<file path="src/rtl/sram_async_ctrl.sv">
module sram_async_ctrl #(
  parameter int CLK_PERIOD_NS = 5,
  parameter int ADDR_W        = 19,
  parameter int DATA_W        = 8,
  parameter int T_RC_NS       = 70,
  parameter int T_AA_NS       = 70,
  parameter int T_OE_NS       = 35,
  parameter int T_WC_NS       = 70,
  parameter int T_WP_NS       = 55,
  parameter int T_CW_NS       = 60,
  parameter int T_AW_NS       = 60,
  parameter int T_DW_NS       = 30,
  parameter int T_HZ_NS       = 25
) (
  input  logic              clk,
  input  logic              rst_n,
  input  logic              req,
  input  logic              wr,
  input  logic [ADDR_W-1:0] addr,
  input  logic [DATA_W-1:0] wdata,
  output logic              ready,
  output logic [DATA_W-1:0] rdata,
  output logic [ADDR_W-1:0] mem_addr,
  output logic              mem_cs_n,
  output logic              mem_cs,
  output logic              mem_oe_n,
  output logic              mem_we_n,
  output logic [DATA_W-1:0] dq_o,
  output logic              dq_oe,
  input  logic [DATA_W-1:0] dq_i
);

  function automatic int cdiv(input int ns);
    return (ns + CLK_PERIOD_NS - 1) / CLK_PERIOD_NS;
  endfunction

  function automatic int imax(input int a, input int b);
    return (a > b) ? a : b;
  endfunction

  localparam int RD_CYC = cdiv(imax(imax(T_AA_NS, T_OE_NS), T_RC_NS));
  localparam int WP_CYC = imax(cdiv(imax(imax(T_WP_NS, T_CW_NS), imax(T_AW_NS, T_DW_NS))),
                               cdiv(T_WC_NS) - 1);
  localparam int TA_CYC = imax(cdiv(T_HZ_NS), 1);
  localparam int MAX_CYC = imax(imax(RD_CYC, WP_CYC), TA_CYC);
  localparam int CNT_W  = $clog2(MAX_CYC + 1);

  if (CLK_PERIOD_NS < 1 || RD_CYC < 1 || WP_CYC < 1 || TA_CYC < 1) begin : g_bad_timing
    $error("sram_async_ctrl: strobe cycle count below one");
  end

  typedef enum logic [2:0] {S_IDLE, S_RD, S_RTA, S_WR, S_WEND} state_t;

  state_t             state;
  logic [CNT_W-1:0]   cnt;
  logic [ADDR_W-1:0]  addr_q;
  logic [DATA_W-1:0]  wdata_q;
  logic               last;

  assign last = (cnt == '0);

  always_ff @(posedge clk or negedge rst_n) begin
    if (!rst_n) begin
      state   <= S_IDLE;
      cnt     <= '0;
      addr_q  <= '0;
      wdata_q <= '0;
      rdata   <= '0;
    end else begin
      unique case (state)
        S_IDLE: if (req) begin
          addr_q  <= addr;
          wdata_q <= wdata;
          if (wr) begin
            state <= S_WR;
            cnt   <= CNT_W'(WP_CYC - 1);
          end else begin
            state <= S_RD;
            cnt   <= CNT_W'(RD_CYC - 1);
          end
        end
        S_RD: if (last) begin
          rdata <= dq_i;
          state <= S_RTA;
          cnt   <= CNT_W'(TA_CYC - 1);
        end else begin
          cnt <= cnt - 1'b1;
        end
        S_RTA: if (last) state <= S_IDLE;
               else      cnt   <= cnt - 1'b1;
        S_WR: if (last) state <= S_WEND;
              else      cnt   <= cnt - 1'b1;
        S_WEND: state <= S_IDLE;
        default: state <= S_IDLE;
      endcase
    end
  end

  logic selected;
  assign selected = (state == S_RD) || (state == S_WR) || (state == S_WEND);

  assign ready    = (state == S_IDLE);
  assign mem_addr = addr_q;
  assign mem_cs_n = !selected;
  assign mem_cs   = selected;
  assign mem_oe_n = (state != S_RD);
  assign mem_we_n = (state != S_WR);
  assign dq_o     = wdata_q;
  assign dq_oe    = (state == S_WR) || (state == S_WEND);

endmodule

</file>
<file path="config.mk">
export PLATFORM = sky130hd
export DESIGN_NAME = sram_async_ctrl
export DESIGN_NICKNAME = d
export VERILOG_FILES = /design/src/rtl/sram_async_ctrl.sv
export SDC_FILE = /design/constraint.sdc
export NUM_CORES = 1
export LEC_CHECK = 0
export ABC_CLOCK_PERIOD_IN_PS = 2500
export CELL_PAD_IN_SITES_DETAIL_PLACEMENT = 0
export CELL_PAD_IN_SITES_GLOBAL_PLACEMENT = 1
export CORE_MARGIN = 4
export CORE_UTILIZATION = 35
export CTS_BUF_LIST = sky130_fd_sc_hd__clkbuf_4 sky130_fd_sc_hd__clkbuf_8
export DETAILED_ROUTE_END_ITERATION = 7
export PLACE_DENSITY_LB_ADDON = 0.1
export RECOVER_POWER = 100
export SYNTH_ARGS = -nofsm -noshare
export SYNTH_HDL_FRONTEND = slang
export SYNTH_SLANG_ARGS = --single-unit
</file>
<file path="constraint.sdc">
create_clock -name clk -period 2.5 [get_ports clk]
set_input_delay 0.375 -clock clk [delete_from_list [all_inputs] [get_ports clk]]
set_output_delay 0.375 -clock clk [all_outputs]
set_load 0.01 [all_outputs]
</file>
## Word-level counts from Yosys, hierarchy flattened

Index checks and enable logic that the tools add are counted.

| storage, ports and cells | value |
|---|---|
| input port bits | 39 |
| register bits | 42 |
| output and inout bits | 41 |
| word-level logic and storage cells | 40 |

| operators by class | value |
|---|---|
| $add $sub $neg | 1 |
| muxes and demuxes | 11 |
| reduce and logical (&&, ||, !) cells | 12 |
| equal/unequal tests | 11 |

Operators by type and width:

| cell | number |
|---|---|
| $mux 3 | 4 |
| $mux 4 | 3 |
| $pmux 3 s4 | 1 |
| $pmux 4 s3 | 1 |
| $ne 2x2->1 const B | 5 |
| $eq 3x2->1 const B | 2 |
| $logic_not 4->1 | 1 |
| $reduce_and 2->1 | 2 |
| $reduce_and 4->1 | 1 |
| $sub 4x1->4 const B | 1 |
| $eq 3x1->1 const B | 1 |
| $eq 3x3->1 const B | 1 |
| $logic_not 3->1 | 1 |
| $logic_or 1x1->1 | 3 |
| $ne 3x1->1 const B | 1 |
| $ne 3x2->1 const B | 1 |
| $reduce_and 3->1 | 1 |
| $reduce_bool 3->1 | 1 |
| $mux 2 | 1 |
| $reduce_or 2->1 | 1 |
| $logic_not 1->1 | 1 |
| $mux 1 | 1 |

## Longest topological paths before layout

| logic depth | value |
|---|---|
| depth after elaboration | 4 |
| depth in mapped cells | 6 |
| mapped depth without buffers | 5 |

## Least setup slack after synthesis

No wires, ideal clock.

| timing path | value |
|---|---|
| path type | reg2reg |
| start point | reg state[1] |
| end point | reg addr_q[10] (netlist: mem_addr[10]) |
| path buffers | 3 |
| path slack | 0.873 ns |
| arrival | 1.502 ns |
| cell stages (with the launch flop) | 6 |
| clock period less this slack | 1.627 ns |
| cells stage by stage | dfrtp_1 buf_2 nor4b_1 buf_2 buf_4 mux2_2 |

| between the ends | value |
|---|---|
| longest elaborated chain between the ends | 2 |

RTL lines:

| item | line | source |
|---|---|---|
| from (decl) | 54 | `state_t state;` |
| from (signal assigned) | 64 | `state <= S_IDLE;` |
| from (signal assigned) | 75 | `state <= S_WR;` |
| from (signal assigned) | 78 | `state <= S_RD;` |
| $logic_not 3->1 | 70 | `unique case (state)` |
| $reduce_and 2->1 (no line) | n/a |  |
| to (signal assigned) | 72 | `addr_q <= addr;` |
| to (decl) | 56 | `logic [ADDR_W-1:0] addr_q;` |

No other way between the ends.
A chain may end at the register's enable or synchronous reset.

## Worst setup path in the final report

| timing path | value |
|---|---|
| start point | reg state[1] |
| end point | out mem_cs |

| between the ends | value |
|---|---|
| longest elaborated chain between the ends | 3 |
| elaborated cells between the ends (all ways) | 5 |

RTL lines:

| item | line | source |
|---|---|---|
| $eq 3x1->1 or $eq 3x2->1 (tied branches) | 100 | `assign selected = (state == S_RD) \|\| (state == S_WR) \|\| (state == S_WEND);` |
| $logic_or 1x1->1 | 100 |  |
| $logic_or 1x1->1 * | 100 |  |
| to (decl) | 25 | `output logic mem_cs,` |

Every way passes the cells marked *; elsewhere a longest branch is shown, timed or not.

==> results.sh <==
export IMPL_r2r_start="state[1]"
export IMPL_fp_dieH_um=78.4
export IMPL_finClkSkew_ns=0.00159
export IMPL_syn_inst=122
export IMPL_io_buffers=79
export IMPL_final_hold_viol_count=0
export IMPL_grt_max_degree=43
export IMPL_dp_hpwl_mm=2.88
export IMPL_worstMarginPinSlew_ns=1.03
export IMPL_first_pass_iters=4
export IMPL_cts_path_max_buffers=2
export IMPL_timing_rr_end="dq_o[1]"
export IMPL_fin_crit_sh_pct=90.7
export IMPL_ff2ff_path_depth=3
export IMPL_p_sw_w=0.000990
export IMPL_synth_cell_type_count=29
export IMPL_combinationalPowerShare_pct=45.0
export IMPL_internal_power_w=0.00221
export IMPL_grt_ovfl_total=0
export IMPL_required_ns=2.12
export IMPL_core_um2=4750
export IMPL_wl_per_cell_um=14.3
export IMPL_vias_per_cell=4.78
export IMPL_swShare_pct=31.0
export IMPL_crit_fanout=10
export IMPL_crit_path_start_kind="flip-flop"
export IMPL_post_cts_buffers=0
export IMPL_n_antenna_cell=0
export IMPL_grt_pass1_vias=1351
export IMPL_start_util_pct=36.5
export IMPL_max_freq_ghz=0.441
export IMPL_cp_end_kind="output pin"
export IMPL_io_pins=80
export IMPL_worstHoldPathType="input pin to asynchronous set/reset pin"
export IMPL_areaGrowthSynthToFinish_pct=55.4
export IMPL_critPathKind="flip-flop to output pin"
export IMPL_finalCriticalPeriod_ns=2.27
export IMPL_drive_gt1_share_pct=22.9
export IMPL_peakVddDrop_v=0.000571
export IMPL_drv_slew=0
export IMPL_synth_seq_cells=42
export IMPL_maxCapViolCount=0
export IMPL_die_area_um2=6150
export IMPL_grt_pass1_wl_mm=6.50
export IMPL_drt_iter0_drc=34
export IMPL_synth_avg_cell_area_um2=14.2
export IMPL_path_clk_slew_ns=0.07
export IMPL_via_count=1299
export IMPL_grt_use_total_pct=13.5
export IMPL_status="finished, final reports clean"
export IMPL_worstPathArrival_ns=1.89
export IMPL_worstSkewPairLatency_ns=0.28
export IMPL_root_buffer="clkbuf_8"
export IMPL_syn_area_um2=1740
export IMPL_die_x_um=78.4
export IMPL_fp_row_count=25
export IMPL_drc=0
export IMPL_pwr_share_clk_pct=16.8
export IMPL_antenna_found_initial=0
export IMPL_fin_util_pct=56.8
export IMPL_layout_nets=244
export IMPL_synth_yosys_seq_area_share_pct=60.5
export IMPL_power_density_nw_per_um2=1180
export IMPL_rsz0062_at_grt="no"
export IMPL_cts_buffers=5
export IMPL_finalWirelength_mm=3.89
export IMPL_setup_viol=0
export IMPL_numClockSinks=42
export IMPL_final_setup_tns_ns=0
export IMPL_cts_tree="built"
export IMPL_r2r_slack_ns=0.54
export IMPL_routabilityCongestion=0.874
export IMPL_seqPwrFrac_pct=38.1
export IMPL_power_leakage_nw=1.14
export IMPL_relSlewSlack_pct=31.0
export IMPL_synth_nets=162
export IMPL_ant_nets=0
export IMPL_yosysWarnings=0
export IMPL_cts_htree_levels=2
## stage by stage
stage	instance area (um^2)	instances	total power, W	setup slack [ns]	hold WS, ns
final	2700	272	0.00320	0.232	0.256
after global routing	2700	272	0.00343	0.0681	0.349
after CTS	2710	272	0.00340	0.151	0.254
after detailed placement	2590	264	0.00284	0.471	0.494
after global placement	2590	264	0.00280	0.489	0.486
after floorplan	1740	122	0.00196	0.873	0.0794
## power groups by stage
stage	registers [W]	logic [W]	clock network, W
2_1_floorplan	0.00135	0.000610	0
3_3_place_gp	0.00123	0.00157	0
3_5_place_dp	0.00125	0.00159	0
4_1_cts	0.00124	0.00160	0.000564
5_1_grt	0.00128	0.00156	0.000594
6_report	0.00122	0.00144	0.000539
## registers in the layout (all words and copies together) (netlist names)
name	cells
rdata	8
dq_o	8
mem_addr	19
state	3
cnt	4
## cell type report
cell class / count / area [um^2]
multi-input cells: 71 / 644
clock buffers: 7 / 83.8
inverters: 4 / 15.0
repair buffers: 80 / 791
flip-flops and latches: 42 / 1050
fillers: 424 / 2060
clock inverters: 1 / 30.0
well taps: 67 / 83.8
## layout by cell type (no fill, tap or decap), types with 3 or more instances in the layout
cell type,instances
or4_1,3
clkbuf_8,5
inv_1,4
nor2_1,3
nor3_1,4
nand2_1,3
mux2_2,34
clkdlybuf4s50_1,36
dlygate4sd3_1,42
dfrtp_1,42
## synth_stat cells
cell       number  share of area [%]
nor4b_1         2                1.0
nor2b_1         2               0.72
o32a_2          1               0.65
nand3b_1        1               0.43
inv_1           4               0.86
xor2_1          1               0.50
or4b_1          1               0.58
buf_2           2               0.58
o21ai_0         1               0.29
buf_4           2               0.86
or3b_2          1               0.50
dfrtp_1        42                 61
nand2b_1        1               0.36
a22oi_1         1               0.43
nor3b_1         1               0.43
nor2_1          4               0.86
mux2_2         35                 23
a21oi_1         2               0.58
ha_1            1               0.72
and4bb_2        1               0.72
a2111oi_0       1               0.50
nor3_1          4                1.2
clkbuf_1        1               0.22
or4_1           3                1.3
nand3_1         1               0.29
mux2i_1         1               0.58
a221oi_1        1               0.50
nand2_1         3               0.65
a2bb2oi_1       1               0.50
## logic make-up (layout without fill, tap and decap cells)
logic type	Yosys count	in the layout	synth area share, %
muxes	36	36	23.3
AOI/OAI and AO/OA	8	8	3.46
buffers and inverters	9	92	2.52
and+or+nand+nor	25	25	9.01
DFF	42	42	60.5
adders and majority gates	1	1	0.720
xor gates and xnor gates	1	1	0.504
## metal layers
| metal | vias to the layer above | wire [um] | track usage [%] | part of all wire (%) |
|---|---|---|---|---|
| li1 | 606 | - | - | - |
| met1 | 639 | 1610 | 16.0 | 41 |
| met2 | 48 | 1860 | 21.2 | 48 |
| met3 | 6 | 359 | 6.31 | 9.2 |
| met4 | 0 | 62 | 5.24 | 1.6 |
| met5 | - | 0 | 0 | 0 |
## worst max-delay path by stage
stage / depth (start not counted) / slack (ns) / from / endpoint
after floorplan: 5 / 0.87 / state[1] / mem_addr[10]
after global placement: 4 / 0.49 / req / mem_addr[17]
after detailed placement: 4 / 0.47 / req / mem_addr[17]
after CTS: 4 / 0.15 / state[1] / mem_cs
after global routing: 4 / 0.07 / state[2] / dq_oe
final: 4 / 0.23 / state[1] / mem_cs
## worst max-delay path, stage by stage, from the launching register on
cell and delay, ns:
dfrtp_1 0.48, nor2_2 0.33, a21oi_1 0.14, inv_1 0.06, dlygate4sd3_1 0.60
## what timing repair did
item	in CTS	in global routing
hold buffers	0	0
resized for setup	0	1
hold endpoints to repair	0	0
setup endpoints to repair	0	1
Power figures use the tool's default switching activity.
